File: src/rtl/wear_seq_pkg.sv
package wear_seq_pkg;

    localparam int HW_W = 16;
    localparam logic [HW_W-1:0] ERASED_HW = '1;

    typedef enum logic [1:0] {
        OP_NONE  = 2'd0,
        OP_ERASE = 2'd1,
        OP_PROG  = 2'd2,
        OP_READ  = 2'd3
    } op_e;

    typedef enum logic [3:0] {
        S_IDLE,
        S_ERASE_REQ,
        S_ERASE_WAIT,
        S_VER1_REQ,
        S_VER1_WAIT,
        S_PROG_REQ,
        S_PROG_WAIT,
        S_VER2_REQ,
        S_VER2_WAIT,
        S_PASS,
        S_FAIL
    } st_e;

endpackage

File: src/rtl/wear_seq_walker.sv
// Page-slot and halfword-offset counters; maps the slot to a page address.
module wear_seq_walker #(
    parameter int PAGE_W = 9,
    parameter int OFF_W  = 8
) (
    input  logic              clk,
    input  logic              rst_n,
    input  logic              clr_all,
    input  logic              clr_off,
    input  logic              step_off,
    input  logic              step_slot,
    output logic [OFF_W-1:0]  off,
    output logic              off_last,
    output logic              slot_last,
    output logic [PAGE_W-1:0] page
);
    localparam int N_SLOTS = 3;
    localparam logic [1:0] LAST_SLOT = 2'(N_SLOTS - 1);

    logic [1:0] slot_q;

    always_ff @(posedge clk) begin
        if (!rst_n || clr_all) begin
            slot_q <= '0;
            off    <= '0;
        end else begin
            if (clr_off)       off <= '0;
            else if (step_off) off <= off + 1'b1;
            if (step_slot)     slot_q <= slot_q + 1'b1;
        end
    end

    assign off_last  = (off == '1);
    assign slot_last = (slot_q == LAST_SLOT);

    always_comb begin
        unique case (slot_q)
            2'd0:    page = '0;
            2'd1:    page = {1'b1, {(PAGE_W-1){1'b0}}};
            2'd2:    page = '1;
            default: page = '0;
        endcase
    end

endmodule

File: src/rtl/wear_seq_pattern.sv
// Running pattern base; written value is base plus offset, modulo 2^16.
module wear_seq_pattern #(
    parameter int          OFF_W = 8,
    parameter logic [15:0] STEP  = 16'd7
) (
    input  logic             clk,
    input  logic             rst_n,
    input  logic             clr,
    input  logic             adv,
    input  logic [OFF_W-1:0] off,
    output logic [15:0]      data
);
    logic [15:0] base_q;

    always_ff @(posedge clk) begin
        if (!rst_n || clr) base_q <= '0;
        else if (adv)      base_q <= base_q + STEP;
    end

    assign data = base_q + 16'(off);

endmodule

File: src/rtl/wear_seq_capture.sv
// First-failure record.
module wear_seq_capture #(
    parameter int PAGE_W = 9,
    parameter int OFF_W  = 8,
    parameter int CNT_W  = 16
) (
    input  logic              clk,
    input  logic              rst_n,
    input  logic              clr,
    input  logic              cap,
    input  logic [PAGE_W-1:0] page,
    input  logic [OFF_W-1:0]  off,
    input  logic [15:0]       exp_hw,
    input  logic [15:0]       act_hw,
    input  logic [CNT_W-1:0]  cyc,
    output logic [PAGE_W-1:0] q_page,
    output logic [OFF_W-1:0]  q_off,
    output logic [15:0]       q_exp,
    output logic [15:0]       q_act,
    output logic [CNT_W-1:0]  q_cyc
);
    always_ff @(posedge clk) begin
        if (!rst_n || clr) begin
            q_page <= '0;
            q_off  <= '0;
            q_exp  <= '0;
            q_act  <= '0;
            q_cyc  <= '0;
        end else if (cap) begin
            q_page <= page;
            q_off  <= off;
            q_exp  <= exp_hw;
            q_act  <= act_hw;
            q_cyc  <= cyc;
        end
    end

endmodule

File: src/rtl/wear_seq.sv
module wear_seq
    import wear_seq_pkg::*;
#(
    parameter int          PAGE_W     = 9,
    parameter int          PAGE_BYTES = 512,
    parameter int          CNT_W      = 16,
    parameter logic [15:0] PAT_STEP   = 16'd7
) (
    input  logic                    clk,
    input  logic                    rst_n,
    input  logic                    start,
    input  logic                    abort,
    input  logic [CNT_W-1:0]        target_cycles,
    output logic                    cmd_valid,
    output logic [1:0]              cmd_op,
    output logic [PAGE_W+$clog2(PAGE_BYTES/2)-1:0] cmd_addr,
    output logic [15:0]             cmd_wdata,
    input  logic                    arr_busy,
    input  logic                    arr_done,
    input  logic [15:0]             arr_rdata,
    output logic                    run_busy,
    output logic                    pass,
    output logic                    fail,
    output logic [CNT_W-1:0]        cycles_done,
    output logic [PAGE_W-1:0]       fail_page,
    output logic [$clog2(PAGE_BYTES/2)-1:0] fail_offset,
    output logic [15:0]             fail_expect,
    output logic [15:0]             fail_actual,
    output logic [CNT_W-1:0]        fail_cycle
);
    localparam int OFF_W = $clog2(PAGE_BYTES / 2);

    st_e st, nxt;

    logic restart, clr_off, step_off, step_slot, wrap_slot, cyc_adv, cap;
    logic [OFF_W-1:0]  off;
    logic              off_last, slot_last, cyc_hit, mism;
    logic [PAGE_W-1:0] page;
    logic [15:0]       pat, hw_exp;
    logic [CNT_W-1:0]  cyc_q, tgt_q;

    wear_seq_walker #(.PAGE_W(PAGE_W), .OFF_W(OFF_W)) u_walk (
        .clk(clk), .rst_n(rst_n), .clr_all(restart | wrap_slot),
        .clr_off(clr_off), .step_off(step_off), .step_slot(step_slot),
        .off(off), .off_last(off_last), .slot_last(slot_last), .page(page)
    );

    wear_seq_pattern #(.OFF_W(OFF_W), .STEP(PAT_STEP)) u_pat (
        .clk(clk), .rst_n(rst_n), .clr(restart), .adv(cyc_adv),
        .off(off), .data(pat)
    );

    wear_seq_capture #(.PAGE_W(PAGE_W), .OFF_W(OFF_W), .CNT_W(CNT_W)) u_cap (
        .clk(clk), .rst_n(rst_n), .clr(restart), .cap(cap),
        .page(page), .off(off), .exp_hw(hw_exp), .act_hw(arr_rdata), .cyc(cyc_q),
        .q_page(fail_page), .q_off(fail_offset), .q_exp(fail_expect),
        .q_act(fail_actual), .q_cyc(fail_cycle)
    );

    always_ff @(posedge clk) begin
        if (!rst_n) begin
            cyc_q <= '0;
            tgt_q <= '0;
        end else if (restart) begin
            cyc_q <= '0;
            tgt_q <= target_cycles;
        end else if (cyc_adv) begin
            cyc_q <= cyc_q + 1'b1;
        end
    end

    assign cyc_hit = ({1'b0, cyc_q} + 1'b1) == {1'b0, tgt_q};
    assign hw_exp  = (st == S_VER1_WAIT) ? ERASED_HW : pat;
    assign mism    = (arr_rdata != hw_exp);

    // State register
    always_ff @(posedge clk) begin
        if (!rst_n) st <= S_IDLE;
        else        st <= nxt;
    end

    // Next state and internal strobes
    always_comb begin
        nxt       = st;
        restart   = 1'b0;
        clr_off   = 1'b0;
        step_off  = 1'b0;
        step_slot = 1'b0;
        wrap_slot = 1'b0;
        cyc_adv   = 1'b0;
        cap       = 1'b0;
        if (abort) begin
            nxt = S_IDLE;
        end else begin
            unique case (st)
                S_IDLE, S_PASS, S_FAIL: if (start) begin
                    restart = 1'b1;
                    nxt     = (target_cycles == '0) ? S_PASS : S_ERASE_REQ;
                end
                S_ERASE_REQ:  if (!arr_busy) nxt = S_ERASE_WAIT;
                S_ERASE_WAIT: if (arr_done)  nxt = S_VER1_REQ;
                S_VER1_REQ:   if (!arr_busy) nxt = S_VER1_WAIT;
                S_VER1_WAIT:  if (arr_done) begin
                    if (mism) begin
                        cap = 1'b1;
                        nxt = S_FAIL;
                    end else if (off_last) begin
                        clr_off = 1'b1;
                        nxt     = S_PROG_REQ;
                    end else begin
                        step_off = 1'b1;
                        nxt      = S_VER1_REQ;
                    end
                end
                S_PROG_REQ:   if (!arr_busy) nxt = S_PROG_WAIT;
                S_PROG_WAIT:  if (arr_done) begin
                    if (off_last) begin
                        clr_off = 1'b1;
                        nxt     = S_VER2_REQ;
                    end else begin
                        step_off = 1'b1;
                        nxt      = S_PROG_REQ;
                    end
                end
                S_VER2_REQ:   if (!arr_busy) nxt = S_VER2_WAIT;
                S_VER2_WAIT:  if (arr_done) begin
                    if (mism) begin
                        cap = 1'b1;
                        nxt = S_FAIL;
                    end else if (off_last) begin
                        clr_off = 1'b1;
                        if (slot_last) begin
                            wrap_slot = 1'b1;
                            cyc_adv   = 1'b1;
                            nxt       = cyc_hit ? S_PASS : S_ERASE_REQ;
                        end else begin
                            step_slot = 1'b1;
                            nxt       = S_ERASE_REQ;
                        end
                    end else begin
                        step_off = 1'b1;
                        nxt      = S_VER2_REQ;
                    end
                end
                default: nxt = S_IDLE;
            endcase
        end
    end

    // Outputs
    always_comb begin
        cmd_valid = 1'b0;
        cmd_op    = OP_NONE;
        cmd_wdata = '0;
        unique case (st)
            S_ERASE_REQ: begin
                cmd_valid = !arr_busy;
                cmd_op    = OP_ERASE;
            end
            S_VER1_REQ, S_VER2_REQ: begin
                cmd_valid = !arr_busy;
                cmd_op    = OP_READ;
            end
            S_PROG_REQ: begin
                cmd_valid = !arr_busy;
                cmd_op    = OP_PROG;
                cmd_wdata = pat;
            end
            default: ;
        endcase
        run_busy = !(st inside {S_IDLE, S_PASS, S_FAIL});
        pass     = (st == S_PASS);
        fail     = (st == S_FAIL);
    end

    assign cmd_addr    = {page, off};
    assign cycles_done = cyc_q;

endmodule

File: config.mk
export PLATFORM = sky130hd
export DESIGN_NAME = wear_seq
export DESIGN_NICKNAME = d
export VERILOG_FILES = /design/src/rtl/wear_seq_pkg.sv /design/src/rtl/wear_seq_walker.sv /design/src/rtl/wear_seq_pattern.sv /design/src/rtl/wear_seq_capture.sv /design/src/rtl/wear_seq.sv
export SDC_FILE = /design/constraint.sdc
export NUM_CORES = 1
export LEC_CHECK = 0
export BUFFER_PORTS_ARGS = -buffer_cell sky130_fd_sc_hd__buf_2
export CAP_MARGIN = 5
export CORE_UTILIZATION = 50
export CTS_BUF_LIST = sky130_fd_sc_hd__clkbuf_4 sky130_fd_sc_hd__clkbuf_8 sky130_fd_sc_hd__clkbuf_16
export DETAILED_ROUTE_END_ITERATION = 10
export HOLD_SLACK_MARGIN = 0.08
export PLACE_DENSITY_LB_ADDON = 0.05
export SLEW_MARGIN = 10
export SYNTH_ARGS = -nofsm -noshare
export SYNTH_HDL_FRONTEND = slang
export SYNTH_HIERARCHICAL = 1
export SYNTH_SLANG_ARGS = --single-unit
File: constraint.sdc
create_clock -name clk -period 5.2 [get_ports clk]
set_clock_uncertainty 0.2 [all_clocks]
set_input_delay 1.04 -clock clk [delete_from_list [all_inputs] [get_ports clk]]
set_output_delay 1.04 -clock clk [all_outputs]
set_load 0.005 [all_outputs]
Word level (Yosys, flattened, before mapping). Index checks and enable logic that the tools add are counted.

$add $sub $neg: 6. Reduce and logical (&&, ||, !) cells: 16. Div/mod/pow operators: 0. Equal/unequal tests: 24. $mul: 0. Order comparisons: 0. Shifts and indexed selects: 0. Multiplexer cells: 54. Bitwise operators: 2.

Operator list (count): 4-bit two-way mux (15); 4-bit one-hot mux with 9 select lines (1); 16-bit two-way mux (2); 1-bit two-way mux (30); 2-bit != test, second input constant (9); 9-bit one-hot mux with 2 select lines (1); 16-bit by 1-bit adder with 17-bit output, second input constant (1); 17-bit by 16-bit equality test with 1-bit output (1); 16-bit by 1-bit adder with 16-bit output, second input constant (1); 16-bit by 3-bit adder with 16-bit output, second input constant (1); 16-bit by 8-bit adder with 16-bit output (1); 4-bit by 3-bit equality test with 1-bit output, second input constant (4); 16-bit logical NOT (1); 16-bit != test (1); 4-bit equality test, second input constant (3); 2-bit OR reduction (5); 9-bit AND reduction (1); 8-bit by 1-bit adder with 8-bit output, second input constant (1); 4-bit by 2-bit equality test with 1-bit output, second input constant (2); 8-bit equality test, second input constant (1); 2-bit one-hot mux with 3 select lines (1); 4-bit by 1-bit equality test with 1-bit output, second input constant (1); 4-bit logical NOT (1); 1-bit one-hot mux with 2 select lines (2); other kinds (12) (15).

ROM bits: 0. Output and inout port bits: 120. Memories kept: 0. Bits of input ports: 38. Memory bits (writable): 0. Flip-flop bits (word level): 127. Word-level logic and storage cells: 113. Bits in latches: 0.

Longest topological paths before layout. Gate-level depths: netlist of run 1.

Depth after elaboration: 10. Gate-level depth with buffers: 23. Gate-level depth less buffers: 19.

By module. The synthesis of run 1 kept the hierarchy.

By module, submodules not included: wear_seq (seq. area each 720.7 um2, instances 1, cells an instance 381, area each 2944.1 um2); wear_seq_capture (seq. area each 1301.2 um2, instances 1, cells an instance 210, area each 2354.8 um2); wear_seq_pattern (seq. area each 320.3 um2, instances 1, cells an instance 143, area each 1168.6 um2); wear_seq_walker (seq. area each 200.2 um2, instances 1, cells an instance 58, area each 504.2 um2).

Least setup slack after synthesis of run 1. Ideal clock, no wire load.

Kind: flip-flop to flip-flop. Start point: register u_walk.off[0]. End point: register u_pat.base_q[10]. Period minus slack after synthesis: 4955 ps. Buffers on the path: 4. Setup time: 70 ps. Data arrival time: 4685 ps. Slack: 245 ps. Stages on the path, launching flop included: 24. Cell sequence: dfxtp_1 > ha_1 > inv_1 > fa_1 > nand2b_1 > a21oi_1 > nand3b_1 > nand4_1 > xnor2_1 > or3b_2 > o21ai_0 > a211oi_1 > nor4_2 > nand4_2 > clkbuf_1 > buf_2 > inv_1 > buf_6 > nand2_4 > a21oi_4 > or3b_1 > buf_2 > or3_1 > a21oi_1.

Longest elaborated chain between the ends: 7. Elaborated cells on any way between the ends: 9.

Ends and longest elaborated chain: start, declared (RTL line wear_seq_walker.sv:12) `output logic [OFF_W-1:0] off,`; start signal, assigned (RTL line wear_seq_walker.sv:28) `else if (step_off) off <= off + 1'b1;`; 16-bit by 8-bit adder with 16-bit output (RTL line wear_seq_pattern.sv:20) `assign data = base_q + 16'(off);`; via pat[10] (RTL line wear_seq.sv:39) `logic [15:0] pat, hw_exp;`; 16-bit two-way mux (RTL line wear_seq.sv:73) `assign hw_exp = (st == S_VER1_WAIT) ? ERASED_HW : pat;`; 16-bit != test (RTL line wear_seq.sv:74) `assign mism = (arr_rdata != hw_exp);`; 1-bit two-way mux (RTL line wear_seq.sv:127) `if (mism) begin`; 1-bit two-way mux (RTL line wear_seq.sv:126) `S_VER2_WAIT: if (arr_done) begin`; 1-bit two-way mux (RTL line wear_seq.sv:95) `unique case (st)`; 1-bit two-way mux (RTL line wear_seq.sv:92) `if (abort) begin`; via cyc_adv (RTL line wear_seq.sv:35) `logic restart, clr_off, step_off, step_slot, wrap_slot, cyc_adv, cap;`; end signal, assigned (RTL line wear_seq_pattern.sv:17) `else if (adv) base_q <= base_q + STEP;`; end, declared (RTL line wear_seq_pattern.sv:13) `logic [15:0] base_q;`.

The timed path passes the listed nets, and every way through them passes these cells. A chain may end at the register's enable or synchronous reset.

Worst setup path after layout of run 1.
Start point: register u_pat.base_q[0]. End point: register u_pat.base_q[10].

Longest elaborated chain between the ends: 7. Elaborated cells on any way between the ends: 8.

Ends and longest elaborated chain (RTL line): 16-bit by 8-bit adder with 16-bit output (wear_seq_pattern.sv:20); via pat[14] (wear_seq.sv:39); 16-bit two-way mux (wear_seq.sv:73); 16-bit != test (wear_seq.sv:74); 1-bit two-way mux (wear_seq.sv:127); 1-bit two-way mux (wear_seq.sv:126); 1-bit two-way mux (wear_seq.sv:95); 1-bit two-way mux (wear_seq.sv:92); via cyc_adv (wear_seq.sv:35).

The timed path passes the listed nets, and every way through them passes these cells.

==> results of run 1 <==
## registers in the layout, summed over array words and instances (netlist names)
name,cells
u_cap/q_cyc,16
u_walk/slot_q,2
cycles_done,16
u_cap/q_exp,16
st,4
u_cap/q_act,16
tgt_q,16
u_walk/off,8
u_cap/q_page,9
u_cap/q_off,8
u_pat/base_q,16
## power breakdown
group	switching (uW)	internal, uW	leakage, uW
Clock	428	721	0.000284
Combinational	63.0	41.4	0.00224
Sequential	8.23	981	0.00102
## layer usage
layer	GRT usage [%]	share of wire [%]	up-vias
li1	-	-	3048
met1	29.9	44	2919
met2	42.5	48	195
met3	4.80	4.9	40
met4	12.5	3.2	0
met5	0	0	-
## worst max-delay path: stages, from the launching register on
cell,delay [ns]
dfxtp_1,0.37
ha_1,0.20
inv_1,0.06
fa_1,0.39
nand2b_1,0.18
a21oi_1,0.17
nand3b_1,0.19
nand3b_1,0.12
xnor2_1,0.21
or3b_2,0.49
o21ai_0,0.17
a211oi_1,0.11
nor4_2,0.37
nand4_2,0.19
inv_2,0.18
nand2_4,0.07
a21oi_4,0.14
or3b_1,0.46
or3_1,0.35
a21oi_1,0.15
## through the flow
step / std cells / cell area (sq um) / hold slack (ns) / utilization (%)
floorplan: 792 / 6970 / 0.275 / -
CTS: 1124 / 8350 / 0.289 / 62.3
global route: 1124 / 8360 / 0.312 / 62.4
detailed placement: 1093 / 7780 / 0.274 / 58.0
global placement: 1093 / 7780 / 0.267 / 58.0
finish: 1124 / 8360 / 0.283 / 62.4
## layout by cell type (no fill, tap or decap), drive strengths merged, types with 10 or more instances in the layout
cell	synthesis	routed
a21oi	36	36
o21ai	25	25
xor2	29	29
or3	20	20
a211oi	10	10
buf	38	176
xnor2	37	37
nand2	29	29
nor2b	21	21
nand4	16	16
clkbuf	13	19
dfxtp	127	127
inv	24	24
nand2b	22	22
nor4	15	15
and3	10	10
nand3	25	25
mux2i	84	84
nor2	110	110
ha	12	12
and2	18	18
## cell families (layout without fill, tap and decap cells)
| group | after synthesis | in the layout |
|---|---|---|
| AOI/OAI and AO/OA | 108 | 108 |
| xor gates and xnor gates | 66 | 66 |
| adders and majority gates | 13 | 13 |
| buffers and inverters | 75 | 231 |
| DFF | 127 | 127 |
| muxes | 85 | 85 |
| and+or+nand+nor | 318 | 318 |
## final cells by class
cell class                 count  share of cell area [%]
tap                          176                    2.64
sequential                   127                    30.4
multi-input combinational    590                    47.8
timing repair buffer         176                    11.3
clock buffer                  19                    5.42
clock inverter                12                    1.42
inverter                      24                    1.08
## path summary, 6_finish.rpt
path / depth (start not counted) / slack, ns / startpoint / end
worst max-delay path: 19 / 0.34 / u_pat/base_q[0] / u_pat/base_q[10]
worst min-delay path: 2 / 0.28 / u_cap/q_off[0] / u_cap/q_off[0]
worst max register to register: 19 / 0.34 / u_pat/base_q[0] / u_pat/base_q[10]
worst min register to register: 2 / 0.28 / u_cap/q_off[0] / u_cap/q_off[0]
==> impl_metrics.json, run 1 <==
{
  "outcome": "complete, no violations",
  "worst_pin_slew_ns": 0.996,
  "drv_slew": 0,
  "route.detailed.drc": 0,
  "ys_warn_count": 6,
  "gp_congestion": 0.881,
  "multi_input_area_sq_um": 3990,
  "min_period_ns": 4.86,
  "postCtsSetupRepairBufs": 0,
  "crit_path_max_fanout": 7,
  "async_flop_share_pct": 0,
  "finalPower_uw": 2240,
  "netlist_top_cells_area": "dfxtp_1 36%, mux2i_1 12%, nor2_1 5.9%, xnor2_1 4.6%, xor2_1 3.6%",
  "cts-buffers-inserted": 17,
  "firstDrtPassIters": 5,
  "yosys_most_used_dff": "dfxtp_1",
  "synth_cell_type_count": 59,
  "setup_violations": 0,
  "track_usage_pct": 25.0,
  "num_rows": 42,
  "clock_latency_ns": 0.42,
  "syn_nets": 843,
  "rsz0062_at_grt": "false",
  "start_util_pct": 52.0,
  "syn_inst": 792,
  "fin_nets": 987,
  "setup_ws_ns": 0.338,
  "path_class": "reg -> reg",
  "nFillCells": 1172,
  "cp-end-kind": "flip-flop",
  "portBuffers": 157,
  "drt-total-wl_microns": 17800,
  "required_ns": 5.34,
  "vdd_drop_max_v": 0.000252,
  "cts_tree": "yes",
  "ctsResizeCount": 0,
  "grt_start_max_net_pins": 35,
  "hpwl_microns": 13100,
  "synth.mux.area_fraction_pct": 12.2,
  "synth-simple-area-share_pct": 24.1,
  "die_area_sq_um": 14400,
  "cp.arrival_ns": 5.00,
  "clkSlewWorstSetupHoldPaths_ns": 0.06,
  "core_sq_um": 13400,
  "grt_pass1_wl_microns": 28400,
  "syn_area_per_cell_sq_um": 8.80,
  "synth_fa_ha_area_share_pct": 2.44,
  "drv_cap": 0,
  "drive_above_1_share_pct": 24.2,
  "synth-compound-area-share_pct": 9.92,
  "p_leak_uw": 0.00355,
  "slew_headroom_pct": 31.9,
  "critPathLaunchType": "flip-flop",
  "cts.sinks": 127,
  "grt_overflow": 0,
  "fmax_mhz": 206,
  "yosysTopAreaCellShare_pct": 36.5,
  "ant_nets": 0,
  "ys_seq_area_share_pct": 36.5,
  "dpl_worst_slack_ns": 0.231,
  "pwr_density_cell_nw_per_um2": 268,
  "cts-root-buf": "clkbuf_16",
  "period_share_pct": 93.5,
  "die_x_microns": 120,
  "synth-edff-count": 0,
  "synth_xor_area_share_pct": 8.29,
  "clockBufferDepth": 2,
  "io_pins": 158,
  "drt_iter0_markers": 384,
  "grt_pass1_vias": 5830,
  "synth_most_common_cell": "dfxtp_1",
  "cts_hold_buf": 0,
  "area_growth_pct": 19.9,
  "hold_path.class": "reg -> reg",
  "fin_setup_tns_ns": 0,
  "wl_per_cell_microns": 15.8,
  "regArea_sq_um": 2540,
  "viasPerCell": 5.52,
  "htree_levels": 4,
  "antenna_found_initial": 0,
  "synth_common_cells": "127 x dfxtp_1, 110 x nor2_1, 84 x mux2i_1",
  "syn_area_sq_um": 6970,
  "diodes": 0,
  "vias": 6202,
  "ys_ff_latch": 127,
  "synth_top_area_cell": "dfxtp_1",
  "hold_viol": 0,
  "synth_top_family_by_area": "simple AND/OR/NAND/NOR gates",
  "die_h_microns": 120
}
(Power assumes the default switching activity.)
==> run 2: changes to the inputs <==
- SYNTH_HIERARCHICAL: 1 -> unset
==> run 2 against run 1 <==
Effect of this change: global-route usage increased by 3.6 points; combinational power increased by 23%; critical endpoint is now u_walk.off[3]; critical path depth decreased by 7; critical path type unchanged; highest routed layer unchanged; final area increased by 1.0%; sequential power decreased by 5.7%; largest cell class unchanged; total power increased by 1.4%; area after synthesis increased by 0.18%.
==> impl_metrics.json, run 2 <==
{
  "outcome": "complete, no violations",
  "ant_nets": 0,
  "die_x_microns": 120,
  "cp.arrival_ns": 4.65,
  "power_switching_uw": 543,
  "clkSlewWorstSetupHoldPaths_ns": 0.06,
  "fin_setup_tns_ns": 0,
  "yosysTopAreaCellShare_pct": 34.4,
  "grt_start_max_net_pins": 56,
  "synth_cell_type_count": 68,
  "synth_common_cells": "134 x nand2_1, 120 x dfxtp_1, 96 x nor2_1",
  "synth-edff-count": 0,
  "min_from": "u_cap.q_cyc[9]",
  "drive_above_1_share_pct": 21.8,
  "synth-simple-area-share_pct": 27.7,
  "antenna_found_initial": 0,
  "final_common_cell": "buf_2",
  "syn_nets": 952,
  "cts.sinks": 120,
  "crit_family": "simple AND/OR/NAND/NOR gates",
  "fin_nets": 1077,
  "worst_pin_slew_ns": 0.806,
  "wl_per_cell_microns": 16.9,
  "synth_fa_ha_area_share_pct": 2.44,
  "area_growth_pct": 20.9,
  "io_pins": 158,
  "r2r-end": "u_walk.off[3]",
  "period_share_pct": 87.3,
  "synth_most_common_cell": "nand2_1",
  "setup_violations": 0,
  "crit_chain": "ha_1, fa_1, xnor2_1, xnor2_1, o22ai_1, or3b_1, a311oi_1, o2111ai_1, or4_4, o21ai_1, a311oi_1, or3_1",
  "portBuffers": 157,
  "syn_area_sq_um": 6980,
  "yosys_most_used_dff": "dfxtp_1",
  "pwr_density_cell_nw_per_um2": 269,
  "vdd_drop_max_v": 0.000211,
  "slew_headroom_pct": 46.3,
  "grt_pass1_vias": 6183,
  "hpwl_microns": 15200,
  "track_usage_pct": 28.6,
  "drv_cap": 0,
  "die_area_sq_um": 14400,
  "syn_area_per_cell_sq_um": 7.75,
  "crit_path_max_fanout": 22,
  "synth_top_family_by_area": "simple AND/OR/NAND/NOR gates",
  "rsz0062_at_grt": "false",
  "synth.mux.area_fraction_pct": 4.89,
  "viasPerCell": 5.63,
  "critPathLaunchType": "flip-flop",
  "drt_iter0_markers": 606,
  "setup_ws_ns": 0.658,
  "cpPeakStageDelay_ns": 0.69,
  "cts-buffers-inserted": 17,
  "dpl_worst_slack_ns": 0.708,
  "vias": 6837,
  "fmax_mhz": 220,
  "cts_hold_buf": 0,
  "hold_path.class": "reg -> reg",
  "ys_ff_latch": 120,
  "hold_depth": 2,
  "syn_inst": 901,
  "clock_latency_ns": 0.42,
  "gp_congestion": 0.950,
  "hold_viol": 0,
  "netlist_top_cells_area": "dfxtp_1 34%, nand2_1 7.2%, nor2_1 5.2%, xnor2_1 5.1%, a21oi_1 5.0%",
  "reg2reg_depth": 12,
  "hold_end": "u_cap.q_cyc[9]",
  "required_ns": 5.31,
  "layout_common_cells": "157 x buf_2, 134 x nand2_1, 120 x dfxtp_1, 96 x nor2_1, 70 x a21oi_1",
  "ys_seq_area_share_pct": 34.4,
  "postCtsSetupRepairBufs": 0,
  "grt_pass1_wl_microns": 32200,
  "min_period_ns": 4.54,
  "cts_tree": "yes",
  "switching_share_pct": 23.9,
  "clockBufferDepth": 2,
  "die_h_microns": 120,
  "start_util_pct": 51.9,
  "cts-root-buf": "clkbuf_16",
  "synth_top_area_cell": "dfxtp_1",
  "timing.critical_path.buf_inv": 0,
  "path_class": "reg -> reg",
  "combPwrFrac_pct": 5.6,
  "crit_slowest_cell": "or4_4",
  "firstDrtPassIters": 5,
  "num_rows": 42,
  "ctsResizeCount": 0,
  "reg2reg_slack_ns": 0.66,
  "timing.rr.start": "u_walk.off[0]",
  "core_sq_um": 13500,
  "htree_levels": 4,
  "clkPwrFrac_pct": 53.3,
  "diodes": 0,
  "ys_warn_count": 0,
  "cp-end-kind": "flip-flop",
  "synth-compound-area-share_pct": 16.4,
  "seqPwrFrac_pct": 41.0,
  "p_leak_uw": 0.00357,
  "p_int_uw": 1730,
  "drt-total-wl_microns": 20500,
  "drv_slew": 0,
  "route.detailed.drc": 0,
  "async_flop_share_pct": 0,
  "grt_overflow": 0,
  "synth_xor_area_share_pct": 8.15
}
## run 2: logic make-up after synthesis
kind of cell               Yosys count
and+or+nand+nor                    404
AOI/OAI and AO/OA                  173
DFF                                120
buffers and inverters               92
xor gates and xnor gates            65
muxes                               34
adders and majority gates           13
## run 2: cell type report
cell class	count	area, sq um
Inverter	19	71.3
Sequential cell	120	2400
Fill cell	1266	5010
Timing Repair Buffer	179	976
Clock buffer	17	425
Tap cell	176	220
Clock inverter	14	173
Multi-Input combinational cell	689	4180
## run 2: metrics by stage
step,utilization (%),instance area [sq um],hold WS [ns],cells,power (uW)
floorplan,-,6980,0.253,901,1030
global placement,58.3,7850,0.240,1183,1080
detailed placement,58.3,7850,0.244,1183,1080
CTS,62.8,8440,0.252,1214,2280
global route,62.8,8440,0.273,1214,2340
finish,62.8,8440,0.250,1214,2270
## run 2: power groups by stage
stage                     registers [uW]  clock network, uW  logic, uW
after CTS                            933               1220        127
after floorplan                      952                  0       81.5
after global routing                 933               1260        141
after global placement               952                  0        126
after detailed placement             953                  0        127
final                                933               1210        128
## run 2: worst max-delay path by stage
stage	from	end	slack [ns]	cells past startpoint
3_5_place_dp	u_walk.off[0]	u_walk.off[3]	0.71	12
5_1_grt	u_walk.off[0]	u_walk.off[3]	0.44	12
3_3_place_gp	u_walk.off[0]	u_walk.off[3]	0.74	12
6_report	u_walk.off[0]	u_walk.off[3]	0.66	12
2_1_floorplan	u_walk.off[0]	u_pat.base_q[1]	1.30	13
4_1_cts	u_walk.off[0]	u_walk.off[3]	0.69	12
## run 2: worst reg2reg max path, stage by stage, from the launching register on
cell and delay, ns:
dfxtp_1 0.37, ha_1 0.25, fa_1 0.43, xnor2_1 0.45, xnor2_1 0.12, o22ai_1 0.18, or3b_1 0.36, a311oi_1 0.21
o2111ai_1 0.19, or4_4 0.69, o21ai_1 0.47, a311oi_1 0.15, or3_1 0.36
## run 2: metal layers
metal  global-route usage (%)  routed length, microns  vias to the layer above
li1                         -                       -                     3404
met4                     10.0                     440                        0
met3                     5.85                    1020                       32
met5                        0                       0                        -
met2                     48.5                    9820                      214
met1                     35.9                    9230                     3187
==> run 3: changes to the inputs <==
- ABC_AREA: unset -> 1
- CORE_UTILIZATION: 50 -> 49
- SETUP_SLACK_MARGIN: unset -> 0.3
==> run 3 against run 2 <==
Effect of this change: global-route usage decreased by 1.2 points; sequential cell count unchanged; register-to-register slack better by 0.60 ns; critical path type unchanged.
==> impl_metrics.json, run 3 <==
{
  "syn_nets": 1083,
  "async_flop_share_pct": 0,
  "rsz0062_at_grt": "false",
  "start_util_pct": 50.7,
  "gr-usage-met1_pct": 34.2,
  "firstDrtPassIters": 5,
  "p_int_uw": 1750,
  "cpMostUsedCell": "nand2_1",
  "min_period_ns": 3.94,
  "p_leak_uw": 0.00406,
  "switching_share_pct": 21.8,
  "pwr_density_cell_nw_per_um2": 275,
  "yosys_most_used_dff": "dfxtp_1",
  "core_sq_um": 13400,
  "place_inst": 1316,
  "fin_nets": 1210,
  "cp.arrival_ns": 4.04,
  "crit_chain": "ha_1, fa_1, nand2_1, nand2_1, nand3_1, nand2_1, nand3_1, nand3_1, nand2_1, nand2_1, nor2_1, nand3_1, nor2_4, nand3_4, nor2_4, nor2_1, o21ai_2, nor2_1",
  "grt_util_met2_pct": 46.3,
  "viasPerCell": 5.17,
  "portBuffers": 157,
  "track_usage_pct": 27.5,
  "cts_hold_buf": 0,
  "route.detailed.drc": 0,
  "hold_end": "tgt_q[2]",
  "htree_levels": 4,
  "layout_common_cells": "209 x nand2_1, 176 x nor2_1, 157 x buf_2, 120 x dfxtp_1, 107 x inv_1",
  "clkSlewWorstSetupHoldPaths_ns": 0.06,
  "netlist_top_cells_area": "dfxtp_1 35%, nand2_1 12%, nor2_1 9.7%, inv_1 5.9%, a21oi_1 5.9%",
  "post-route-util_pct": 60.7,
  "finalPower_uw": 2230,
  "slew_headroom_pct": 37.6,
  "clkPwrFrac_pct": 53.2,
  "crit_path_max_fanout": 41,
  "timing.critical_path.buf_inv": 0,
  "postCtsSetupRepairBufs": 0,
  "ys_seq_area_share_pct": 35.4,
  "critPathLaunchType": "flip-flop",
  "gp_congestion": 0.904,
  "syn_inst": 1032,
  "hold_depth": 2,
  "cts_tree": "yes",
  "synth_most_common_cell": "nand2_1",
  "clock_latency_ns": 0.43,
  "io_pins": 158,
  "ctsResizeCount": 0,
  "drv_slew": 0,
  "cts-root-buf": "clkbuf_16",
  "power_switching_uw": 488,
  "gr-max-usage-layer": "met2",
  "groute.layer.met3.usage_pct": 5.42,
  "reg2reg_slack_ns": 1.26,
  "hold_viol": 0,
  "area_growth_pct": 19.8,
  "cts.sinks": 120,
  "timing.rr.start": "u_walk.off[0]",
  "syn_area_sq_um": 6790,
  "die_area_sq_um": 14300,
  "synth_common_cells": "209 x nand2_1, 176 x nor2_1, 120 x dfxtp_1",
  "synth-edff-count": 0,
  "ys_warn_count": 0,
  "reg2reg_depth": 18,
  "worst_pin_slew_ns": 0.912,
  "outcome": "complete, no violations",
  "final_cell_count_no_fill": 1348,
  "fin_setup_tns_ns": 0,
  "grt_overflow": 0,
  "fmax_mhz": 254,
  "crit_slowest_cell": "nor2_4",
  "drive_above_1_share_pct": 18.3,
  "ant_nets": 0,
  "hold_path.class": "reg -> reg",
  "diodes": 0,
  "yosysTopAreaCellShare_pct": 35.4,
  "num_rows": 42,
  "combPwrFrac_pct": 4.8,
  "antenna_found_initial": 0,
  "hpwl_microns": 14100,
  "die_x_microns": 120,
  "synth_top_area_cell": "dfxtp_1",
  "grt_start_max_net_pins": 85,
  "final_common_cell": "nand2_1",
  "drt_iter0_markers": 525,
  "setup_violations": 0,
  "synth_cell_type_count": 44,
  "cpPeakStageDelay_ns": 0.66,
  "drv_cap": 0,
  "vdd_drop_max_v": 0.000201,
  "ys_ff_latch": 120,
  "clockBufferDepth": 2,
  "cts-buffers-inserted": 17,
  "min_from": "tgt_q[2]",
  "grt_pass1_wl_microns": 30800,
  "grt_pass1_vias": 6228,
  "vias": 6964,
  "cp-end-kind": "flip-flop",
  "required_ns": 5.30,
  "seqPwrFrac_pct": 42.0,
  "r2r-end": "u_walk.off[0]",
  "period_share_pct": 75.7,
  "wl_per_cell_microns": 14.2,
  "die_h_microns": 120,
  "drt-total-wl_microns": 19100,
  "path_class": "reg -> reg",
  "syn_area_per_cell_sq_um": 6.58,
  "crit_family": "simple AND/OR/NAND/NOR gates"
}
==> run 3: how the worst max path moves through the flow <==
stage | from | endpoint | slack (ns) | cells after the start
floorplan | u_walk.off[0] | u_cap.q_act[15] | 2.28 | 20
global placement | u_walk.off[0] | u_walk.off[0] | 1.38 | 18
detailed placement | u_walk.off[0] | u_walk.off[0] | 1.29 | 18
CTS | u_walk.off[0] | u_walk.off[0] | 1.28 | 15
global route | u_walk.off[0] | u_walk.off[7] | 0.82 | 18
finish | u_walk.off[0] | u_walk.off[0] | 1.26 | 18
==> run 3: cells by family (layout without fill, tap and decap cells) <==
| family | count (synthesis) | after routing | synth area share (%) |
|---|---|---|---|
| xor+xnor | 27 | 27 | 4.09 |
| buf+inv | 162 | 302 | 10.5 |
| fa+ha+maj | 13 | 13 | 2.51 |
| simple gates | 517 | 517 | 32.8 |
| compound gates | 193 | 193 | 14.7 |
| flops | 120 | 120 | 35.4 |
==> run 3: final cells by class <==
cell class / count / area, sq um
Clock inverter: 7 / 91.3
Timing Repair Buffer: 159 / 813
Sequential cell: 120 / 2400
Clock buffer: 25 / 510
Fill cell: 1330 / 5260
Multi-Input combinational cell: 750 / 3680
Inverter: 111 / 417
Tap cell: 176 / 220
==> run 3: metrics by stage <==
stage / setup slack (ns) / hold slack, ns / instance area [sq um]
after floorplan: 2.28 / 0.243 / 6790
after global placement: 1.38 / 0.264 / 7540
after detailed placement: 1.29 / 0.268 / 7540
after CTS: 1.28 / 0.275 / 8140
after global routing: 0.816 / 0.283 / 8140
final: 1.26 / 0.277 / 8140
==> run 3: routing by layer <==
metal | routed length [microns] | share of wire [%] | vias up
met2 | 8950 | 47 | 207
met5 | 0 | 0 | -
met1 | 8700 | 46 | 3129
met3 | 989 | 5.2 | 30
li1 | - | - | 3598
met4 | 459 | 2.4 | 0
==> run 3: power by group through the flow <==
stage | combinational, uW | clock [uW] | sequential (uW)
final | 108 | 1190 | 938
after global routing | 122 | 1240 | 939
after CTS | 108 | 1200 | 938
after detailed placement | 107 | 0 | 957
after global placement | 107 | 0 | 957
after floorplan | 69.4 | 0 | 955
==> run 3: worst reg2reg max path, cell delays in order, from the launching register on <==
cell and delay (ns):
dfxtp_1 0.36, ha_1 0.26, fa_1 0.43, nand2_1 0.08
nand2_1 0.09, nand3_1 0.13, nand2_1 0.12, nand3_1 0.09
nand3_1 0.08, nand2_1 0.10, nand2_1 0.05, nor2_1 0.17
nand3_1 0.15, nor2_4 0.20, nand3_4 0.14, nor2_4 0.67
nor2_1 0.18, o21ai_2 0.22, nor2_1 0.09
